**config.mk**
```make
export PLATFORM = sky130hd
export DESIGN_NAME = seg_branch_unit
export DESIGN_NICKNAME = d
export VERILOG_FILES = /design/src/rtl/seg_branch_pkg.sv /design/src/rtl/seg_addr_gen.sv /design/src/rtl/seg_op_select.sv /design/src/rtl/seg_ind_seq.sv /design/src/rtl/seg_branch_unit.sv
export SDC_FILE = /design/constraint.sdc
export NUM_CORES = 1
export LEC_CHECK = 0
export ABC_AREA = 1
export BUFFER_PORTS_ARGS = -buffer_cell sky130_fd_sc_hd__buf_2
export CAP_MARGIN = 20
export CORE_MARGIN = 3
export CORE_UTILIZATION = 35
export CTS_CLUSTER_DIAMETER = 80
export DETAILED_ROUTE_END_ITERATION = 16
export SLEW_MARGIN = 20
export SYNTH_ARGS = -nofsm -noshare
export SYNTH_HDL_FRONTEND = slang
export SYNTH_SLANG_ARGS = --single-unit
```
**constraint.sdc**
```tcl
create_clock -name clk -period 3.8 [get_ports clk]
set_clock_uncertainty 0.15 [all_clocks]
set_input_delay 0.76 -clock clk [delete_from_list [all_inputs] [get_ports clk]]
set_output_delay 0.76 -clock clk [all_outputs]
set_load 0.005 [all_outputs]
```
**src/rtl/seg_branch_pkg.sv**
```systemverilog
// Shared constants and types for the segmented branch and fetch-address unit.
// Assumes a 16-bit offset space and a 20-bit physical space.
package seg_branch_pkg;
    localparam int OFF_W = 16;
    localparam int PA_W  = 20;

    // Override select codes; the operand path decodes these values
    typedef enum logic [1:0] {
        SEG_ES = 2'b00,
        SEG_CS = 2'b01,
        SEG_SS = 2'b10,
        SEG_DS = 2'b11
    } seg_sel_e;

    // Indirect target sequencer states
    typedef enum logic [1:0] {
        FS_IDLE   = 2'b00,
        FS_RD_OFF = 2'b01,
        FS_RD_SEG = 2'b10
    } fetch_state_e;
endpackage

```
**src/rtl/seg_addr_gen.sv**
```systemverilog
// Physical address former: segment * 2^(PA_W-OFF_W) + offset, truncated to PA_W.
// Assumes PA_W > OFF_W; carries beyond PA_W bits are discarded.
module seg_addr_gen #(
    parameter int OFF_W = 16,
    parameter int PA_W  = 20
) (
    input  logic [OFF_W-1:0] seg,
    input  logic [OFF_W-1:0] off,
    output logic [PA_W-1:0]  phys
);
    localparam int SHIFT = PA_W - OFF_W;

    logic [PA_W-1:0] base;
    logic [PA_W-1:0] off_ext;

    // Form shifted base and zero-extended offset, sum wraps at PA_W bits
    always_comb begin
        base    = {seg, {SHIFT{1'b0}}};
        off_ext = {{SHIFT{1'b0}}, off};
        phys    = base + off_ext;
    end
endmodule

```
**src/rtl/seg_op_select.sv**
```systemverilog
// Operand segment selector: data segment by default, override picks one of four.
// Assumes the select code values from seg_branch_pkg.
module seg_op_select
    import seg_branch_pkg::*;
#(
    parameter int OFF_W = 16
) (
    input  logic             ovr_en,
    input  logic [1:0]       ovr_sel,
    input  logic [OFF_W-1:0] cs_val,
    input  logic [OFF_W-1:0] es_val,
    input  logic [OFF_W-1:0] ss_val,
    input  logic [OFF_W-1:0] ds_val,
    output logic [OFF_W-1:0] seg
);
    // Choose the operand segment value
    always_comb begin
        seg = ds_val;
        if (ovr_en) begin
            unique case (seg_sel_e'(ovr_sel))
                SEG_ES:  seg = es_val;
                SEG_CS:  seg = cs_val;
                SEG_SS:  seg = ss_val;
                default: seg = ds_val;
            endcase
        end
    end
endmodule

```
**src/rtl/seg_ind_seq.sv**
```systemverilog
// Indirect target sequencer: reads the offset word and, for far targets, the
// segment word at offset+2, then issues one load to the register file.
// Assumes mem_ack is only meaningful while mem_req is high.
module seg_ind_seq
    import seg_branch_pkg::*;
#(
    parameter int OFF_W = 16
) (
    input  logic             clk,
    input  logic             rst_n,
    input  logic             start,
    input  logic             start_far,
    input  logic [OFF_W-1:0] ptr_seg,
    input  logic [OFF_W-1:0] ptr_off,
    input  logic             mem_ack,
    input  logic [OFF_W-1:0] mem_rdata,
    output logic             mem_req,
    output logic [OFF_W-1:0] mem_seg,
    output logic [OFF_W-1:0] mem_off,
    output logic             busy,
    output logic             load_ip,
    output logic             load_cs,
    output logic [OFF_W-1:0] new_ip,
    output logic [OFF_W-1:0] new_cs
);
    localparam logic [OFF_W-1:0] WORD_STEP = OFF_W'(2);

    fetch_state_e     state_q;
    logic             far_q;
    logic [OFF_W-1:0] pseg_q;
    logic [OFF_W-1:0] poff_q;
    logic [OFF_W-1:0] tmp_off_q;

    // State, pointer capture and first-word holding register
    always_ff @(posedge clk) begin
        if (!rst_n) begin
            state_q   <= FS_IDLE;
            far_q     <= 1'b0;
            pseg_q    <= '0;
            poff_q    <= '0;
            tmp_off_q <= '0;
        end else begin
            unique case (state_q)
                FS_IDLE: if (start) begin
                    state_q <= FS_RD_OFF;
                    far_q   <= start_far;
                    pseg_q  <= ptr_seg;
                    poff_q  <= ptr_off;
                end
                FS_RD_OFF: if (mem_ack) begin
                    tmp_off_q <= mem_rdata;
                    state_q   <= far_q ? FS_RD_SEG : FS_IDLE;
                end
                FS_RD_SEG: if (mem_ack) state_q <= FS_IDLE;
                default: state_q <= FS_IDLE;
            endcase
        end
    end

    // Read request, address and register load outputs
    always_comb begin
        busy    = (state_q != FS_IDLE);
        mem_req = busy;
        mem_seg = pseg_q;
        mem_off = (state_q == FS_RD_SEG) ? poff_q + WORD_STEP : poff_q;
        load_ip = 1'b0;
        load_cs = 1'b0;
        new_ip  = mem_rdata;
        new_cs  = mem_rdata;
        if (state_q == FS_RD_OFF && mem_ack && !far_q) begin
            load_ip = 1'b1;
        end
        if (state_q == FS_RD_SEG && mem_ack) begin
            load_ip = 1'b1;
            load_cs = 1'b1;
            new_ip  = tmp_off_q;
        end
    end
endmodule

```
**src/rtl/seg_branch_unit.sv**
```systemverilog
// Top: code segment and instruction pointer registers, fetch and operand
// address forming, direct branches, advances and indirect target fetch.
// Assumes a single requester; requests while busy are dropped.
module seg_branch_unit
    import seg_branch_pkg::*;
#(
    parameter int               LEN_W  = 4,
    parameter logic [OFF_W-1:0] RST_CS = 16'hFFFF,
    parameter logic [OFF_W-1:0] RST_IP = 16'h0000
) (
    input  logic             clk,
    input  logic             rst_n,
    input  logic             adv_valid,
    input  logic [LEN_W-1:0] adv_len,
    input  logic             br_valid,
    input  logic             br_far,
    input  logic             br_indirect,
    input  logic [OFF_W-1:0] br_off,
    input  logic [OFF_W-1:0] br_seg,
    input  logic [OFF_W-1:0] op_off,
    input  logic             ovr_en,
    input  logic [1:0]       ovr_sel,
    input  logic [OFF_W-1:0] seg_es,
    input  logic [OFF_W-1:0] seg_ss,
    input  logic [OFF_W-1:0] seg_ds,
    output logic             mem_req,
    output logic [PA_W-1:0]  mem_addr,
    input  logic             mem_ack,
    input  logic [OFF_W-1:0] mem_rdata,
    output logic [PA_W-1:0]  fetch_addr,
    output logic [PA_W-1:0]  op_addr,
    output logic [OFF_W-1:0] cs_out,
    output logic [OFF_W-1:0] ip_out,
    output logic             busy
);
    logic [OFF_W-1:0] cs_q, ip_q;
    logic [OFF_W-1:0] op_seg;
    logic [OFF_W-1:0] mem_seg, mem_off;
    logic             seq_load_ip, seq_load_cs;
    logic [OFF_W-1:0] seq_new_ip, seq_new_cs;
    logic             take_br, take_direct, take_ind, take_adv;

    // Request acceptance, branch before advance, nothing while busy
    always_comb begin
        take_br     = br_valid && !busy;
        take_direct = take_br && !br_indirect;
        take_ind    = take_br && br_indirect;
        take_adv    = adv_valid && !br_valid && !busy;
    end

    // Code segment and pointer update
    always_ff @(posedge clk) begin
        if (!rst_n) begin
            cs_q <= RST_CS;
            ip_q <= RST_IP;
        end else if (seq_load_ip) begin
            ip_q <= seq_new_ip;
            if (seq_load_cs) cs_q <= seq_new_cs;
        end else if (take_direct) begin
            ip_q <= br_off;
            if (br_far) cs_q <= br_seg;
        end else if (take_adv) begin
            ip_q <= ip_q + OFF_W'(adv_len);
        end
    end

    seg_op_select #(.OFF_W(OFF_W)) u_opsel (
        .ovr_en (ovr_en),
        .ovr_sel(ovr_sel),
        .cs_val (cs_q),
        .es_val (seg_es),
        .ss_val (seg_ss),
        .ds_val (seg_ds),
        .seg    (op_seg)
    );

    seg_ind_seq #(.OFF_W(OFF_W)) u_seq (
        .clk      (clk),
        .rst_n    (rst_n),
        .start    (take_ind),
        .start_far(br_far),
        .ptr_seg  (op_seg),
        .ptr_off  (br_off),
        .mem_ack  (mem_ack),
        .mem_rdata(mem_rdata),
        .mem_req  (mem_req),
        .mem_seg  (mem_seg),
        .mem_off  (mem_off),
        .busy     (busy),
        .load_ip  (seq_load_ip),
        .load_cs  (seq_load_cs),
        .new_ip   (seq_new_ip),
        .new_cs   (seq_new_cs)
    );

    seg_addr_gen #(.OFF_W(OFF_W), .PA_W(PA_W)) u_fetch_ag (
        .seg (cs_q),
        .off (ip_q),
        .phys(fetch_addr)
    );

    seg_addr_gen #(.OFF_W(OFF_W), .PA_W(PA_W)) u_op_ag (
        .seg (op_seg),
        .off (op_off),
        .phys(op_addr)
    );

    seg_addr_gen #(.OFF_W(OFF_W), .PA_W(PA_W)) u_mem_ag (
        .seg (mem_seg),
        .off (mem_off),
        .phys(mem_addr)
    );

    // Register outputs for observers
    always_comb begin
        cs_out = cs_q;
        ip_out = ip_q;
    end
endmodule

```
==> results of run 1 <==
per-layer routing:
metal  GRT usage (%)  up-vias
met5               0        -
met4            5.51        6
met3            4.27       38
met2            37.9      245
met1            30.1     3659
li1                -     4042
cells in the final DEF (no fill, tap or decap), types with 5 or more instances in the layout:
| master | instances |
|---|---|
| clkbuf_16 | 10 |
| ha_1 | 22 |
| nand2_2 | 18 |
| a31oi_1 | 9 |
| buf_4 | 69 |
| nor2_4 | 7 |
| nor2_2 | 8 |
| nand4_1 | 13 |
| inv_1 | 127 |
| a21oi_1 | 80 |
| a21o_1 | 5 |
| a31o_2 | 7 |
| nand2_1 | 196 |
| buf_2 | 209 |
| o21ai_0 | 84 |
| nor2_1 | 80 |
| nand3_2 | 6 |
| inv_2 | 12 |
| nand3_1 | 74 |
| buf_6 | 9 |
| o21ai_1 | 11 |
| nand2_4 | 8 |
| o211ai_1 | 31 |
| ha_4 | 18 |
| xor2_1 | 36 |
| a21oi_2 | 10 |
| or2_2 | 8 |
| dfxtp_1 | 77 |
| xnor2_1 | 8 |
path summary, 6_finish.rpt:
check | slack (ns) | cells past startpoint | end | start
setup / recovery | 0.09 | 15 | op_addr[13] | ovr_sel[0]
hold / removal | 0.30 | 2 | u_seq.tmp_off_q[2] | u_seq.tmp_off_q[2]
setup reg to reg | 1.30 | 10 | cs_out[15] | u_seq.state_q[1]
hold reg to reg | 0.30 | 2 | u_seq.tmp_off_q[2] | u_seq.tmp_off_q[2]
kinds of logic (layout without fill, tap and decap cells):
family / Yosys count / count (layout)
AOI/OAI and AO/OA: 263 / 263
xor gates and xnor gates: 46 / 46
adders and majority gates: 46 / 46
buffers and inverters: 195 / 450
DFF: 83 / 83
and+or+nand+nor: 437 / 437
final cells by class:
| type | count | area [um^2] |
|---|---|---|
| clock buffers | 9 | 225 |
| multi-input cells | 792 | 5020 |
| repair buffers | 291 | 1760 |
| fillers | 1951 | 9340 |
| clock inverters | 7 | 68.8 |
| well taps | 260 | 325 |
| inverters | 143 | 547 |
| flip-flops and latches | 83 | 1670 |
cell usage after synthesis, types with 13 or more instances:
library cell,n
a21oi_1,93
buf_2,19
clkbuf_1,21
dfxtp_1,83
ha_1,42
inv_1,140
nand2_1,221
nand3_1,81
nand4_1,13
nor2_1,90
o211ai_1,31
o21ai_0,93
xor2_1,38
state kept, by name, indices dropped and copies added, names as in the netlist:
| name | cells |
|---|---|
| u_seq.mem_seg | 16 |
| ip_out | 16 |
| u_seq.state_q | 2 |
| u_seq.tmp_off_q | 16 |
| cs_out | 16 |
| u_seq.far_q | 1 |
| u_seq.poff_q | 16 |
tightest hold or removal path, cell delays in order, from the launching register on:
cell and delay [ns]:
dfxtp_1 0.30, inv_1 0.05, a21oi_1 0.05
metrics by stage:
stage / std cells / hold slack (ns)
2_1_floorplan: 1070 / 0.275
3_3_place_gp: 1537 / 0.284
3_5_place_dp: 1537 / 0.290
4_1_cts: 1562 / 0.299
5_1_grt: 1585 / 0.322
6_report: 1585 / 0.298
report_power, final:
part | total [mW] | internal, mW | switching [mW]
Combinational | 1.34 | 0.615 | 0.720
Clock | 0.882 | 0.507 | 0.375
Sequential | 1.02 | 0.933 | 0.0890
what timing repair did:
| action | in CTS | in global routing |
|---|---|---|
| cloned | 1 | 1 |
| resized for setup | 34 | 134 |
| pin swaps | 10 | 53 |
| endpoints found under the hold margin | 0 | 0 |
| buffers inserted | 8 | 22 |
| setup endpoints to repair | 19 | 25 |
==> results.md, run 1 <==
* Status: finished clean
* Routed vias at 7,990
* Slew Limit Fails at 0
* Skew-Pair Late Insertion Delay at 0.35 ns
* Final net count at 1,492
* CTS clk-pin slew, worst paths at 0.07 ns
* Worst vdd ir at 268 uV
* Kind of critical path: input pin to primary output
* Post-synthesis compound-gate area fraction at 22.0%
* Main synth FF type: dfxtp_1
* Max-cap violations at 0
* Setup violators final at 0
* Slew @ Worst Pin at 0.914 ns
* Worst slew margin at 39.0%
* Asr flop ratio synth at 0%
* WL final at 26.0 mm
* Fin Setup TNS at 0 ns
* Seq/Total Area, Yosys at 24.3%
* Top cell type's share of synthesized area at 24.3%
* Post-DP HPWL at 20.2 mm
* PwrDens at 337 nW/um^2
* Placement Rows at 50
* Vias per cell at 5.04
* Simple-Gate Fraction of Synth Area at 27.2%
* Setup WS post-layout at 0.0950 ns
* RSZ-0062 raised after global routing: true
* Hold WC Path Type: register to register
* Synth Register Bits at 83
* Layout cells sized above 1 at 33.7%
* GPL Wtd Cong at 0.939
* Chip Height at 146 um
* CTS tree: yes
* Pleak at 4.77 nW
* Initial antenna violation count at 3
* Met2 routed WL at 12.4 mm
* Cell accounting for the most synthesized area: dfxtp_1
* Global route overflow at 0
* Critical path's top delay family: compound AO/OA/AOI/OAI gates
* Root Buffer: clkbuf_16
* XOR/XNOR Fraction of Synth Area at 5.90%
* Post-Place Worst Slack at -0.115 ns
* Hold-fix buffers, CTS at 0
* Yosys warning count at 0
* Number of global-route vias before repair at 7,268
* Core Box Area at 19,000 um^2
* # DRC at 0
* Met1 wire length at 11.4 mm
* Critical Path, Cell by Cell: buf_6 > a21boi_4 > buf_12 > nor2_1 > a41oi_2 > ha_4 > a21oi_1 > nand2_2 > a21oi_2 > o21ai_2 > nand2_1 > nand2_1 > nand2_1 > nand2_1 > buf_2
* Crit path required time at 2.89 ns
* Longest Clk Path Bufs at 2
* Avg WL per Cell at 16.4 um
* Antenna Cells at 0
* Part of the cycle the worst path needs at 97.5%
* TritonCTS Sinks at 83
* Slowest library cell on the worst path: a21boi_4
* Port Buf Inserts at 211
* Largest net degree at the start of global routing at 54
* Worst Path Buf+Inv at 3
* Syn_nets at 1,242
* H-tree depth at 3
* CP Launch Type: input pin
* Cell variety after synth at 39
* Cts bufs inserted at 9
* Fmax achieved at 0.270 GHz
* Initial DRT Pass Iterations at 5
* Initial Util at 36.0%
* Final instance area at 9620 um^2
* DRT iter0 DRCs at 471
* Post-synthesis mux area share at 0%
* Mean post-synth cell area at 6.38 um^2
* Cell Area, Placed at 8340 um^2
* Final hold violations at 0
* Layout area overhead at 40.8%
* Die area at 21,200 um^2
* Final antenna-violating net count at 0
* Post-synth EDFFs at 0
* Area contributors post-synth: dfxtp_1, nand2_1, ha_1
* First-pass GRT wire length at 38.5 mm
* Post-Synthesis Cells at 1,070
* Critical path's largest stage delay at 0.26 ns
* Largest family of logic cells by synthesized area: simple AND/OR/NAND/NOR gates
* Global-route usage over all layers at 22.6%
* Most used cell, CP: nand2_1
* Worst Path Arrival at 2.80 ns
* CP Max Fanout at 7
* Utilization after layout at 50.7%
* Post-synthesis adder-cell area fraction at 8.87%
* Ports at 220
* Die width at 146 um
* Pwr Total at 3.24 mW
* DR top layer: met5
* DR WL met3 at 1.64 mm
* Mapped Area at 6830 um^2
* Worst setup EP type: primary output
* Period minus WS final at 3.71 ns
No activity file was read; power rests on OpenSTA's default activity.
==> inputs of run 2 (changes only) <==
--- a/config.mk
+++ b/config.mk
@@ -10,6 +10,7 @@
 export CAP_MARGIN = 20
 export CORE_MARGIN = 3
 export CORE_UTILIZATION = 35
+export CTS_BUF_LIST = sky130_fd_sc_hd__clkbuf_8
 export CTS_CLUSTER_DIAMETER = 80
 export DETAILED_ROUTE_END_ITERATION = 16
 export SLEW_MARGIN = 20
==> results.md, run 2 (same netlist as run 1, synthesis figures left out) <==
* Setup violators final at 0 (unchanged)
* Ports at 220 (unchanged)
* Placement Rows at 50 (unchanged)
* First-pass GRT wire length at 38.5 mm (about the same)
* Core Box Area at 19,000 um^2 (unchanged)
* Initial antenna violation count at 3 (unchanged)
* Crit path required time at 2.89 ns (about the same)
* Final antenna-violating net count at 0 (unchanged)
* Largest net degree at the start of global routing at 54 (unchanged)
* Slew Limit Fails at 0 (unchanged)
* DRT iter0 DRCs at 437 (was 471)
* Worst vdd ir at 185 uV (was 268 uV)
* Antenna Cells at 0 (unchanged)
* Hold-fix buffers, CTS at 0 (unchanged)
* Status: finished clean (unchanged)
* Chip Height at 146 um (unchanged)
* Hold WC Path Type: register to register (unchanged)
* Fillers at 1,970 (was 1,951)
* Period minus WS final at 3.72 ns (was 3.71 ns)
* Part of the cycle the worst path needs at 98.0% (was 97.5%)
* Most common cell after layout, fill and taps aside: buf_2 (unchanged)
* Crit Reg-Reg Startpoint: u_seq.state_q[1] (unchanged)
* Utilization after layout at 50.2% (was 50.7%)
* RSZ-0062 raised after global routing: true (unchanged)
* Worst hold start: u_seq.tmp_off_q[2] (unchanged)
* CP Launch Type: register (was input pin)
* Final hold violations at 0 (unchanged)
* Worst slew margin at 39.1% (was 39.0%)
* Global-route usage over all layers at 22.6% (about the same)
* Final net count at 1,491 (was 1,492)
* Avg WL per Cell at 16.2 um (was 16.4 um)
* Critical path's largest stage delay at 0.39 ns (was 0.26 ns)
* Critical path's top delay family: simple AND/OR/NAND/NOR gates (was compound AO/OA/AOI/OAI gates)
* Initial Util at 36.0% (unchanged)
* Skew-Pair Late Insertion Delay at 0.37 ns (was 0.35 ns)
* Routed vias at 7,976 (was 7,990)
* Worst Path Buf+Inv at 3 (unchanged)
* Worst setup EP type: primary output (unchanged)
* CP startpoint: u_seq.state_q[1] (was ovr_sel[0])
* WL final at 25.7 mm (was 26.0 mm)
* Max-cap violations at 0 (unchanged)
* TritonCTS Sinks at 83 (unchanged)
* Vias per cell at 5.04 (about the same)
* Number of global-route vias before repair at 7,272 (was 7,268)
* GPL Wtd Cong at 0.939 (unchanged)
* Cts bufs inserted at 9 (unchanged)
* Port Buf Inserts at 211 (unchanged)
* CTS tree: yes (unchanged)
* CTS clk-pin slew, worst paths at 0.10 ns (was 0.07 ns)
* Slowest library cell on the worst path: dfxtp_4 (was a21boi_4)
* # DRC at 0 (unchanged)
* Global route overflow at 0 (unchanged)
* Pwr Total at 3.01 mW (was 3.24 mW)
* Critical Path, Cell by Cell: inv_4 > nor2_4 > nand2_2 > nor2_4 > nand2_4 > nor2_4 > nand2_2 > nor2_2 > nand2_1 > nand2_1 > nand2_2 > ha_4 > buf_6 > nand2_1 > nand2_1 > a21oi_2 > nand3_4 > xor2_1 > buf_2 (was buf_6 > a21boi_4 > buf_12 > nor2_1 > a41oi_2 > ha_4 > a21oi_1 > nand2_2 > a21oi_2 > o21ai_2 > nand2_1 > nand2_1 > nand2_1 > nand2_1 > buf_2)
* Die width at 146 um (unchanged)
* Post-DP HPWL at 20.2 mm (unchanged)
* Worst Path Arrival at 2.81 ns (was 2.80 ns)
* CP Max Fanout at 3 (was 7)
* Layout area overhead at 39.4% (was 40.8%)
* Commonest cells after routing, fill and taps aside: buf_2, nand2_1, inv_1 (unchanged)
* Initial DRT Pass Iterations at 5 (unchanged)
* Most used cell, CP: nand2_1 (unchanged)
* Layout cells sized above 1 at 33.8% (was 33.7%)
* Fmax achieved at 0.269 GHz (was 0.270 GHz)
* Slew @ Worst Pin at 0.914 ns (about the same)
* Pleak at 4.70 nW (was 4.77 nW)
* H-tree depth at 3 (unchanged)
* Die area at 21,200 um^2 (unchanged)
* PwrDens at 316 nW/um^2 (was 337 nW/um^2)
* Kind of critical path: register to primary output (was input pin to primary output)
* Longest Clk Path Bufs at 2 (unchanged)
* Root Buffer: clkbuf_8 (was clkbuf_16)
[run 2: changes by cell type in the layout (fill, tap and decap cells not counted), sizes merged]
cell | before | now
buf | 290 | 289
[run 2: area by class of cell]
| class | instances | area, um^2 | share of cell area [%] |
|---|---|---|---|
| clock buffer | 9 | 124 | 1.30 |
| clock inverter | 7 | 68.8 | 0.723 |
| inverter | 143 | 547 | 5.74 |
| multi-input combinational | 792 | 5020 | 52.7 |
| sequential | 83 | 1680 | 17.6 |
| tap | 260 | 325 | 3.42 |
| timing repair buffer | 290 | 1760 | 18.5 |
[run 2: worst paths after layout]
kind / endpoint / depth (start not counted) / slack, ns
hold / removal: u_seq.tmp_off_q[2] / 2 / 0.30
hold reg to reg: u_seq.tmp_off_q[2] / 2 / 0.30
setup / recovery: mem_addr[16] / 19 / 0.08
setup reg to reg: cs_out[13] / 9 / 1.29
[run 2: report_power, final]
group	internal, mW	switching [mW]
clock network	0.301	0.353
registers	0.932	0.0895
logic	0.615	0.716
total	1.85	1.16
[run 2: what timing repair did]
| item | in CTS | in global routing |
|---|---|---|
| pin swaps | 15 | 59 |
| resized for setup | 46 | 124 |
| endpoints found under the setup margin | 21 | 26 |
| buffers inserted | 8 | 21 |
| cloned | 1 | 1 |
[run 2: worst reg2reg max path, delay by kind of cell, from the launching register on]
family                 cells  cell delay (ns)
AOI/OAI and AO/OA          2             0.30
buffers and inverters      4             0.69
DFF                        1             0.37
and+or+nand+nor            3             0.86
[run 2: per-stage QoR]
stage / setup slack (ns) / std cells / setup TNS [ns] / area, um^2 / hold slack [ns]
final: 0.0779 / 1584 / 0 / 9520 / 0.303
after global routing: -0.102 / 1584 / -0.679 / 9520 / 0.326
after CTS: 0.00211 / 1562 / 0 / 8810 / 0.303
after detailed placement: -0.115 / 1537 / -0.782 / 8340 / 0.290
after global placement: -0.0719 / 1537 / -0.383 / 8340 / 0.284
after floorplan: 0.120 / 1070 / 0 / 6830 / 0.275
[run 2: per-layer routing]
layer	share of wire, %	track usage (%)	vias to the layer above
li1	-	-	4046
met1	45	29.9	3639
met2	48	38.2	253
met3	5.6	4.27	32
met4	1.7	4.99	6
met5	0.19	0	-
